--- config.mk ---
export PLATFORM = sky130hd
export DESIGN_NAME = line_sw_ctrl
export DESIGN_NICKNAME = d
export VERILOG_FILES = /design/src/rtl/line_sw_pkg.sv /design/src/rtl/line_sw_sync.sv /design/src/rtl/line_sw_fsm.sv /design/src/rtl/line_sw_seq.sv /design/src/rtl/line_sw_ctrl.sv
export SDC_FILE = /design/constraint.sdc
export NUM_CORES = 1
export LEC_CHECK = 0
export ABC_AREA = 1
export BUFFER_PORTS_ARGS = -buffer_cell sky130_fd_sc_hd__buf_2
export CORE_UTILIZATION = 45
export DETAILED_ROUTE_END_ITERATION = 8
export PLACE_DENSITY = 0.72
export SLEW_MARGIN = 40
export SYNTH_ARGS = -nofsm -noshare
export SYNTH_HDL_FRONTEND = slang
export SYNTH_SLANG_ARGS = --single-unit
--- constraint.sdc ---
create_clock -name clk_i -period 2.18 [get_ports clk_i]
set_clock_uncertainty 0.1 [all_clocks]
set_input_delay 0.109 -clock clk_i [delete_from_list [all_inputs] [get_ports clk_i]]
set_output_delay 0.109 -clock clk_i [all_outputs]
set_load 0.01 [all_outputs]
--- src/rtl/line_sw_pkg.sv ---
package line_sw_pkg;

  typedef enum logic [2:0] {
    ST_OFF   = 3'd0,
    ST_TALK  = 3'd1,
    ST_RING  = 3'd2,
    ST_TEST  = 3'd3,
    ST_TMON  = 3'd4,
    ST_RTEST = 3'd5
  } line_st_e;

  typedef struct packed {
    logic brk;
    logic ring;
    logic tst;
  } sw_en_t;

  function automatic line_st_e decode_sel(input logic ext, input logic a,
                                          input logic b, input logic ten);
    line_st_e s;
    case ({a, b})
      2'b00:   s = ST_OFF;
      2'b01:   s = ST_TALK;
      2'b10:   s = (ext && ten) ? ST_RTEST : ST_RING;
      default: s = ext ? ST_TMON : ST_TEST;
    endcase
    return s;
  endfunction

  function automatic sw_en_t st_to_en(input line_st_e s);
    sw_en_t e;
    case (s)
      ST_TALK:  e = '{brk: 1'b1, ring: 1'b0, tst: 1'b0};
      ST_RING:  e = '{brk: 1'b0, ring: 1'b1, tst: 1'b0};
      ST_TEST:  e = '{brk: 1'b0, ring: 1'b0, tst: 1'b1};
      ST_TMON:  e = '{brk: 1'b1, ring: 1'b0, tst: 1'b1};
      ST_RTEST: e = '{brk: 1'b0, ring: 1'b1, tst: 1'b1};
      default:  e = '{brk: 1'b0, ring: 1'b0, tst: 1'b0};
    endcase
    return e;
  endfunction

endpackage

--- src/rtl/line_sw_sync.sv ---
module line_sw_sync #(
  parameter int WIDTH  = 2,
  parameter int STAGES = 2
) (
  input  logic             clk_i,
  input  logic             rst_ni,
  input  logic [WIDTH-1:0] async_i,
  output logic [WIDTH-1:0] sync_o
);

  logic [WIDTH-1:0] stage_q [STAGES];

  always_ff @(posedge clk_i or negedge rst_ni) begin
    if (!rst_ni) begin
      for (int i = 0; i < STAGES; i++) stage_q[i] <= '0;
    end else begin
      stage_q[0] <= async_i;
      for (int i = 1; i < STAGES; i++) stage_q[i] <= stage_q[i-1];
    end
  end

  assign sync_o = stage_q[STAGES-1];

endmodule

--- src/rtl/line_sw_fsm.sv ---
module line_sw_fsm
  import line_sw_pkg::*;
#(
  parameter bit EXTENDED = 1'b0
) (
  input  logic     clk_i,
  input  logic     rst_ni,
  input  logic     lockout_i,
  input  logic     latch_ni,
  input  logic     sel_a_i,
  input  logic     sel_b_i,
  input  logic     test_en_i,
  output line_st_e state_o,
  output logic     lock_o,
  output logic     force_off_o
);

  line_st_e state_q, state_d;
  logic     lock_q, lock_d;

  assign force_off_o = lockout_i | lock_q;

  // sticky lock: set by any fault, released only by latch low with faults clear
  assign lock_d = lockout_i | (lock_q & latch_ni);

  always_comb begin
    state_d = state_q;
    if (force_off_o)   state_d = ST_OFF;
    else if (!latch_ni) state_d = decode_sel(EXTENDED, sel_a_i, sel_b_i, test_en_i);
  end

  always_ff @(posedge clk_i or negedge rst_ni) begin
    if (!rst_ni) begin
      state_q <= ST_OFF;
      lock_q  <= 1'b1;
    end else begin
      state_q <= state_d;
      lock_q  <= lock_d;
    end
  end

  assign state_o = state_q;
  assign lock_o  = lock_q;

endmodule

--- src/rtl/line_sw_seq.sv ---
module line_sw_seq
  import line_sw_pkg::*;
#(
  parameter int DEAD_CYCLES = 4
) (
  input  logic   clk_i,
  input  logic   rst_ni,
  input  logic   force_off_i,
  input  logic   mbb_i,
  input  sw_en_t tgt_i,
  output sw_en_t en_o
);

  localparam int CNT_W = $clog2(DEAD_CYCLES + 1);
  localparam logic [CNT_W-1:0] CNT_LOAD = CNT_W'(DEAD_CYCLES - 1);

  sw_en_t           en_q, en_d;
  logic             busy_q, busy_d;
  logic [CNT_W-1:0] cnt_q, cnt_d;
  logic             to_talk;

  assign to_talk = tgt_i.brk & ~tgt_i.ring;

  always_comb begin
    en_d   = en_q;
    busy_d = busy_q;
    cnt_d  = cnt_q;
    if (force_off_i) begin
      en_d   = '0;
      busy_d = 1'b0;
      cnt_d  = '0;
    end else if (busy_q) begin
      if (!to_talk) begin
        en_d   = tgt_i;
        busy_d = 1'b0;
      end else if (cnt_q == '0) begin
        en_d   = tgt_i;
        busy_d = 1'b0;
      end else begin
        en_d.tst = tgt_i.tst;
        cnt_d    = cnt_q - CNT_W'(1);
      end
    end else if (en_q.ring && !en_q.brk && to_talk) begin
      // handover window: both open (bbm) or both closed (mbb)
      busy_d    = 1'b1;
      cnt_d     = CNT_LOAD;
      en_d.brk  = mbb_i;
      en_d.ring = mbb_i;
      en_d.tst  = tgt_i.tst;
    end else begin
      en_d = tgt_i;
    end
  end

  always_ff @(posedge clk_i or negedge rst_ni) begin
    if (!rst_ni) begin
      en_q   <= '0;
      busy_q <= 1'b0;
      cnt_q  <= '0;
    end else begin
      en_q   <= en_d;
      busy_q <= busy_d;
      cnt_q  <= cnt_d;
    end
  end

  assign en_o = en_q;

endmodule

--- src/rtl/line_sw_ctrl.sv ---
module line_sw_ctrl
  import line_sw_pkg::*;
#(
  parameter bit EXTENDED    = 1'b0,
  parameter int DEAD_CYCLES = 4,
  parameter int SYNC_STAGES = 2
) (
  input  logic       clk_i,
  input  logic       rst_ni,
  input  logic       sel_a_i,
  input  logic       sel_b_i,
  input  logic       latch_ni,
  input  logic       test_en_i,
  input  logic       mbb_i,
  input  logic       uv_i,
  input  logic       batt_loss_i,
  output logic [2:0] state_o,
  output logic [1:0] brk_o,
  output logic [1:0] ring_o,
  output logic [1:0] tst_o
);

  logic [1:0] fault_s;
  logic       lockout;
  logic       lock_q;
  logic       force_off;
  line_st_e   state;
  sw_en_t     tgt_en;
  sw_en_t     sw_en;

  line_sw_sync #(
    .WIDTH (2),
    .STAGES(SYNC_STAGES)
  ) i_sync (
    .clk_i  (clk_i),
    .rst_ni (rst_ni),
    .async_i({batt_loss_i, uv_i}),
    .sync_o (fault_s)
  );

  assign lockout = |fault_s;

  line_sw_fsm #(
    .EXTENDED(EXTENDED)
  ) i_fsm (
    .clk_i      (clk_i),
    .rst_ni     (rst_ni),
    .lockout_i  (lockout),
    .latch_ni   (latch_ni),
    .sel_a_i    (sel_a_i),
    .sel_b_i    (sel_b_i),
    .test_en_i  (test_en_i),
    .state_o    (state),
    .lock_o     (lock_q),
    .force_off_o(force_off)
  );

  assign tgt_en = st_to_en(state);

  line_sw_seq #(
    .DEAD_CYCLES(DEAD_CYCLES)
  ) i_seq (
    .clk_i      (clk_i),
    .rst_ni     (rst_ni),
    .force_off_i(force_off),
    .mbb_i      (mbb_i),
    .tgt_i      (tgt_en),
    .en_o       (sw_en)
  );

  assign state_o = state;
  assign brk_o   = {2{sw_en.brk}};
  assign ring_o  = {2{sw_en.ring}};
  assign tst_o   = {2{sw_en.tst}};

endmodule

## After elaboration in Yosys (flattened, before gate mapping)

Cells that the tools add are included.

- Logic and storage cells: 53
- Input bits: 9
- Register bits: 15
- Output and inout port bits: 9

- Add/sub/neg operators: 1
- Equal/unequal tests: 11
- Muxes and demuxes: 19
- Reduce and logical (&&, ||, !) cells: 8
- Bitwise logic cells: 5

Operators with widths:

| kind | number |
|---|---|
| two-way mux 3 bit | 11 |
| case mux 3 bit (5 select lines) | 1 |
| equality test 3 x 2 -> 1 bit, second input constant | 2 |
| equality test 3 bit, second input constant | 2 |
| != test 3 bit, second input constant | 2 |
| case mux 2 bit (3 select lines) | 1 |
| two-way mux 1 bit | 5 |
| != test 4 bit, second input constant | 1 |
| equality test 3 x 1 -> 1 bit, second input constant | 1 |
| logical NOT 3 bit | 1 |
| AND reduction 3 bit | 1 |
| nonzero test 3 bit | 1 |
| subtractor 3 x 1 -> 3 bit, second input constant | 1 |
| AND 1 bit | 2 |
| equality test 2 x 1 -> 1 bit, second input constant | 1 |
| equality test 2 bit, second input constant | 1 |
| logical AND 1 bit | 2 |
| logical NOT 2 bit | 1 |
| two-way mux 2 bit | 1 |
| != test 2 x 1 -> 1 bit, second input constant | 1 |
| bitwise OR 1 bit | 2 |
| OR reduction 2 bit | 1 |
| logical NOT 1 bit | 1 |
| NOT 1 bit | 1 |

## Logic depth before layout (Yosys ltp)

Gate-level depths: netlist of run 1.

- Depth in word-level cells: 8
- Depth in mapped cells: 8
- Gate-level depth less buffers: 8

## By module

From an unflattened synthesis of run 1, not the netlist that was laid out.

- Cells, all modules: 104
- Area total of the unflattened synthesis: 773.2 µm²

By module, submodules not included:

| module | cells each | area an instance (µm²) | instances | seq. area each (µm²) |
|---|---|---|---|---|
| line_sw_seq | 61 | 425.4 | 1 | 175.2 |
| line_sw_fsm | 20 | 151.4 | 1 | 76.3 |
| line_sw_sync | 6 | 115.1 | 1 | 100.1 |
| line_sw_ctrl | 17 | 81.3 | 1 | 0.0 |

## Least setup slack after synthesis of run 1

Ideal clock, no wire load.

- Path kind: register to register
- From: register i_seq.cnt_q[0]
- To: register i_seq.cnt_q[0]
- Path slack: 1.011 ns
- Clock period less this slack: 1.169 ns
- Stages on the path, launching flop included: 8
- Data arrival time: 1.004 ns
- Path buffers: 0
- Data required time: 2.015 ns
- Cell sequence: dfrtp_1 inv_1 ha_1 nand2_1 nand3_2 nand2_2 nand3_1 nand2_1

- Cells in the longest elaborated chain, start to end: 5

RTL lines:

| what | RTL line | text |
|---|---|---|
| start, declared | line_sw_seq.sv:19 | `logic [CNT_W-1:0] cnt_q, cnt_d;` |
| start signal, assigned | line_sw_seq.sv:63 | `cnt_q <= cnt_d;` |
| subtractor 3 x 1 -> 3 bit | line_sw_seq.sv:41 | `cnt_d = cnt_q - CNT_W'(1);` |
| two-way mux 3 bit | line_sw_seq.sv:36 | `end else if (cnt_q == '0) begin` |
| two-way mux 3 bit | line_sw_seq.sv:33 | `if (!to_talk) begin` |
| two-way mux 3 bit | line_sw_seq.sv:32 | `end else if (busy_q) begin` |
| two-way mux 3 bit | line_sw_seq.sv:28 | `if (force_off_i) begin` |

Several ways; a longest one is shown, not always the timed one. The select of a mux whose other input is x is not followed.
A chain may end at the register's enable or synchronous reset.

## Worst setup path after layout of run 1

- From: register i_fsm.lock_q, in the netlist i_fsm.lock_o
- To: register i_fsm.state_q[0], in the netlist i_fsm.state_o[0]

- Cells in the longest elaborated chain, start to end: 2

RTL lines:

| what | RTL line | text |
|---|---|---|
| start, declared | line_sw_fsm.sv:19 | `logic lock_q, lock_d;` |
| start signal, assigned | line_sw_fsm.sv:38 | `lock_q <= lock_d;` |
| bitwise OR 1 bit * | line_sw_fsm.sv:21 | `assign force_off_o = lockout_i \| lock_q;` |
| != test 2 x 1 -> 1 bit (no line) / two-way mux 3 bit (equally long branches) | n/a |  |
| end signal, assigned | line_sw_fsm.sv:37 | `state_q <= state_d;` |
| end, declared | line_sw_fsm.sv:18 | `line_st_e state_q, state_d;` |

Mark *: on every way between the ends. The rest lies on a longest branch, timed or not.

==> out/metrics.yaml, run 1 <==
postRouteAntennaNets: 0
clkLatencyLatePin_ns: 0.28
yosys.area.top_type_share_pct: 47.45
hpwl_um: 851.4
yosysSeqAreaShare_pct: 51.28
vias_per_cell: 4.885
hp-class: "input port to flip-flop"
crit_type: "flip-flop to flip-flop"
pwr-share-seq_pct: 56.0
grt_antenna_before_repair: 0
drive_gt1_share_pct: 30.61
drv_cap: 0
gr-usage-met1_pct: 20.49
post_drt_wl_per_cell_um: 11.43
grt_pass1_vias: 497
crit_fanout: 6
ys_warn_count: 0
drc: 0
n_antenna_cell: 0
yosys-top-cells-area: "dfrtp_1, nand2_1, inv_1, nand4_1, buf_4"
yosysTopAreaCell: "dfrtp_1"
final_area_um2: 855.8
cts_sinks: 14
crit_arrival_ns: 1.58
post-place-ws_ns: 0.8757
area_growth_pct: 24.82
drv_slew: 0
clock.fmax_mhz: 657.9
status: "finished clean"
internal_power_mw: 0.3803
num_io_pins: 18
cts_buffer_depth: 2
io_buffers: 15
numCtsBuffers: 3
clkPwrFrac_pct: 38.3
cts.repair.resized: 0
critPathRequiredTime_ns: 2.24
dr.pass1.iters: 4
nets: 110
grt_max_degree: 15
grt_overflow: 0
cts_tree: "yes"
setup_viol_count_final: 0
dr.first_iter.drc_count: 8
die_h_um: 41.04
swShare_pct: 20.17
clockRootBuffer: "clkbuf_4"
grt_setup_unrepaired: "no"
core_um2: 1366
synth_area_um2: 685.7
ys_seq_elements: 14
initial_utilization_pct: 50.18
grt_usage_pct: 20.53
die_w_um: 41.04
pwr-share-comb_pct: 5.7
fin_crit_sh_pct: 69.73
ys_types: 19
period_needed_ns: 1.520
die_area_um2: 1684
report.final.hold_viol_count: 0
peakVddDrop_mv: 0.3736
grt_use_met2_pct: 37.50
end_kind: "flip-flop"
clk_pin_slew_worst_paths_ns: 0.08
syn_nets: 87
ff_latch_area_um2: 351.6
power_switching_mw: 0.09607
top_usage_layer: "met2"
timing.final.ws_setup_ns: 0.6599
grt_use_met3_pct: 8.152
power_density_nw_per_um2: 556.6
gp_congestion: 0.6665
rows: 13
grt_pass1_wl_mm: 2.083
htree_num_levels: 1
multiInputGateArea_um2: 245.2
fillers: 117
vias: 552
placed_area_um2: 749.5
tns_ns: 0
p_leak_nw: 0.4758
avgSynthCellArea_um2: 9.022
critPathLaunchType: "flip-flop"
synth_cells: 76
wl_mm: 1.292
==> repair_timing <==
item,CTS,global route
hold buffers,7,0
setup endpoints to repair,0,0
endpoints found under the hold margin,18,0
buffers inserted,0,0
==> layer usage <==
metal / vias up / share of wire (%)
met4: 0 / 0.93
met5: - / 0
li1: 284 / -
met2: 17 / 53
met3: 2 / 5.7
met1: 249 / 40
==> cells in the mapped netlist <==
cell type,n
nand3_2,2
nor2_2,2
bufinv_8,1
nand4_1,5
inv_2,2
a21oi_1,3
nand3_1,4
o21ai_0,2
dfrtp_1,13
buf_4,4
ha_1,2
nor3_1,1
nor2_1,3
nand2_2,2
inv_1,9
conb_1,1
nand2_1,18
nor2_4,1
dfstp_2,1
==> placed cells by master, fill, tap and decap left out, drive strengths merged <==
master	n
nor2	6
nand4	5
clkbuf	4
nor3	1
buf	15
dfstp	1
conb	1
ha	2
dfrtp	13
o21ai	2
nand2	20
bufinv	1
inv	11
a21oi	3
dlygate4sd3	7
nand3	6
==> flip-flops by register name, summed over array words and instances (netlist names) <==
name,cells
i_fsm.state_o,2
i_sync.stage_q,2
i_seq.en_o,3
i_fsm.lock_o,1
i_sync.sync_o,2
i_seq.cnt_q,3
i_seq.busy_q,1
==> metrics by stage <==
step | utilization [%] | hold WS, ns | std cells | total power [mW]
after floorplan | - | -0.2866 | 76 | 0.2805
after global placement | 54.85 | -0.08599 | 102 | 0.2913
after detailed placement | 54.85 | -0.08064 | 102 | 0.2921
after CTS | 62.64 | 0.01207 | 113 | 0.4847
after global routing | 62.64 | 0.04568 | 113 | 0.5016
final | 62.64 | 0.02012 | 113 | 0.4764
==> path summary, 6_finish.rpt <==
| path | cells past startpoint | to | slack (ns) | startpoint |
|---|---|---|---|---|
| worst max-delay path | 4 | i_fsm.state_o[0] | 0.66 | i_fsm.lock_o |
| worst min-delay path | 3 | i_fsm.lock_o | 0.02 | latch_ni |
| worst max register to register | 4 | i_fsm.state_o[0] | 0.66 | i_fsm.lock_o |
| worst min register to register | 0 | i_sync.sync_o[0] | 0.26 | i_sync.stage_q[2] |
| max in group asynchronous | 2 | i_fsm.lock_o | 1.54 | rst_ni |
| min in group asynchronous | 2 | i_seq.cnt_q[2] | 0.15 | rst_ni |
==> cell type report <==
class | instances | area share (%)
Inverter | 12 | 6.871
Timing Repair Buffer | 22 | 16.96
Multi-Input combinational cell | 46 | 28.65
Tap cell | 15 | 2.193
Sequential cell | 14 | 41.08
Clock buffer | 4 | 4.240
==> cells by family (layout without fill, tap and decap cells) <==
family | Yosys count | in the layout | synth area share (%)
adders and majority gates | 2 | 2 | 3.649
buffers and inverters | 16 | 38 | 12.96
DFF | 14 | 14 | 51.28
and+or+nand+nor | 38 | 38 | 27.92
AOI/OAI and AO/OA | 5 | 5 | 3.649
other | 1 | 1 | 0.5469
==> critical path, stage by stage, from the launching register on <==
cell and delay, ns:
dfstp_2 0.52, inv_1 0.04, nand2_2 0.11, a21oi_1 0.06, dlygate4sd3_1 0.57
==> power by group through the flow <==
stage / logic [mW] / registers, mW / clock network [mW]
2_1_floorplan: 0.00870 / 0.272 / 0
3_3_place_gp: 0.0195 / 0.272 / 0
3_5_place_dp: 0.0201 / 0.272 / 0
4_1_cts: 0.0272 / 0.267 / 0.191
5_1_grt: 0.0314 / 0.267 / 0.203
6_report: 0.0273 / 0.267 / 0.182
Power figures use the tool's default switching activity.
==> run 2, diff against run 1 <==
clock period = 1.4 ns   (was 2.18 ns; I/O delays follow)
==> out/metrics.yaml, run 2 (synthesis gave the netlist of run 1 again) <==
report.final.hold_viol_count: 0
setup_viol_count_final: 0
cts_tree: "yes"
grt_setup_unrepaired: "no"
core_um2: 1366
vias: 563
final_util_pct: 64.65
clkLatencyLatePin_ns: 0.27
area_growth_pct: 28.83
die_area_um2: 1684
p_leak_nw: 0.4813
final_common_cell: "nand2_1"
crit_arrival_ns: 1.39
crit_top_cell: "dlygate4sd3_1"
cts_sinks: 14
dr.pass1.iters: 4
io_buffers: 15
grt_pass1_vias: 488
timing.final.ws_setup_ns: 0.07641
end_kind: "flip-flop"
internal_power_mw: 0.5990
clk_pin_slew_worst_paths_ns: 0.08
period_needed_ns: 1.324
htree_num_levels: 1
crit_fanout: 1
swShare_pct: 19.63
cp_cell_sequence: "dlygate4sd3_1 -> buf_2 -> nand2_1 -> dlygate4sd3_1 -> a21oi_1"
drive_gt1_share_pct: 30.69
grt_usage_pct: 19.95
tns_ns: 0
gp_congestion: 0.6662
power_switching_mw: 0.1463
n_antenna_cell: 0
cts.repair.resized: 0
nets: 113
cp_slowest_cell: "dlygate4sd3_1"
clkPwrFrac_pct: 37.4
post_drt_wl_per_cell_um: 10.46
drv_cap: 0
rows: 13
grt_antenna_before_repair: 0
die_w_um: 41.04
grt_max_degree: 15
drv_slew: 0
holdWs_ns: 0.05912
postRouteAntennaNets: 0
status: "finished clean"
critPathLaunchType: "input port"
pwr-share-seq_pct: 55.8
instances_no_fill: 116
hpwl_um: 822.6
grt_pass1_wl_mm: 2.083
grt_overflow: 0
post-place-ws_ns: 0.08294
wl_mm: 1.213
power_density_nw_per_um2: 843.8
vias_per_cell: 4.853
fin_crit_sh_pct: 94.54
hp-class: "input port to flip-flop"
pwr-share-comb_pct: 6.8
drc: 0
critPathRequiredTime_ns: 1.47
dr.first_iter.drc_count: 4
cts_buffer_depth: 2
num_io_pins: 18
clockRootBuffer: "clkbuf_4"
slowest_delay_ns: 0.55
clock.fmax_mhz: 755.5
dp_cells: 102
peakVddDrop_mv: 0.7128
layout_common_cells: "nand2_1, buf_2, dfrtp_1"
die_h_um: 41.04
numCtsBuffers: 3
initial_utilization_pct: 50.18
crit_type: "input port to flip-flop"
-- run 2: metrics by stage --
step / area (um2) / power, mW
5_1_grt: 883.3 / 0.7858
6_report: 883.3 / 0.7453
4_1_cts: 875.8 / 0.7607
3_5_place_dp: 749.5 / 0.4545
2_1_floorplan: 685.7 / 0.4367
3_3_place_gp: 749.5 / 0.4537
-- run 2: worst paths after layout --
kind                                         from               end  slack [ns]  cells past startpoint
worst min-delay path                        mbb_i     i_seq.en_o[2]        0.06                      5
max in group asynchronous                  rst_ni      i_fsm.lock_o        0.80                      2
worst max register to register     i_seq.cnt_q[0]    i_seq.cnt_q[0]        0.13                      7
min in group asynchronous                  rst_ni  i_fsm.state_o[0]        0.11                      2
worst min register to register  i_sync.stage_q[2]  i_sync.sync_o[0]        0.26                      0
worst max-delay path                      sel_b_i  i_fsm.state_o[0]        0.08                      5
-- run 2: cell type report --
cell class / instances / area, um2
Multi-Input combinational cell: 46 / 245.2
Inverter: 12 / 58.81
Tap cell: 15 / 18.77
Clock buffer: 4 / 36.28
Sequential cell: 14 / 351.6
Fill cell: 113 / 483.0
Timing Repair Buffer: 25 / 172.7
-- run 2: worst max-delay path, delay by kind of cell --
kind | cells | cell delay (ns)
compound gates | 1 | 0.05
simple gates | 1 | 0.05
buf+inv | 3 | 1.22
-- run 2: power groups by stage --
stage	Clock [mW]	Combinational, mW	Sequential [mW]
CTS	0.295	0.0502	0.416
detailed placement	0	0.0310	0.423
finish	0.279	0.0506	0.416
global route	0.311	0.0588	0.416
global placement	0	0.0304	0.423
floorplan	0	0.0135	0.423
-- run 2: what timing repair did --
action	CTS	global route
hold buffers	9	0
setup buffers	0	1
endpoints found under the setup margin	0	3
endpoints found under the hold margin	19	0
-- run 2: layer usage --
| layer | GRT usage, % | part of all wire, % | up-vias | wire [um] |
|---|---|---|---|---|
| met1 | 21.88 | 45 | 261 | 543 |
| met5 | 0 | 0 | - | 0 |
| met4 | 5.000 | 0.82 | 0 | 10 |
| met3 | 8.152 | 3.9 | 2 | 47 |
| met2 | 35.16 | 50 | 13 | 612 |
| li1 | - | - | 287 | - |
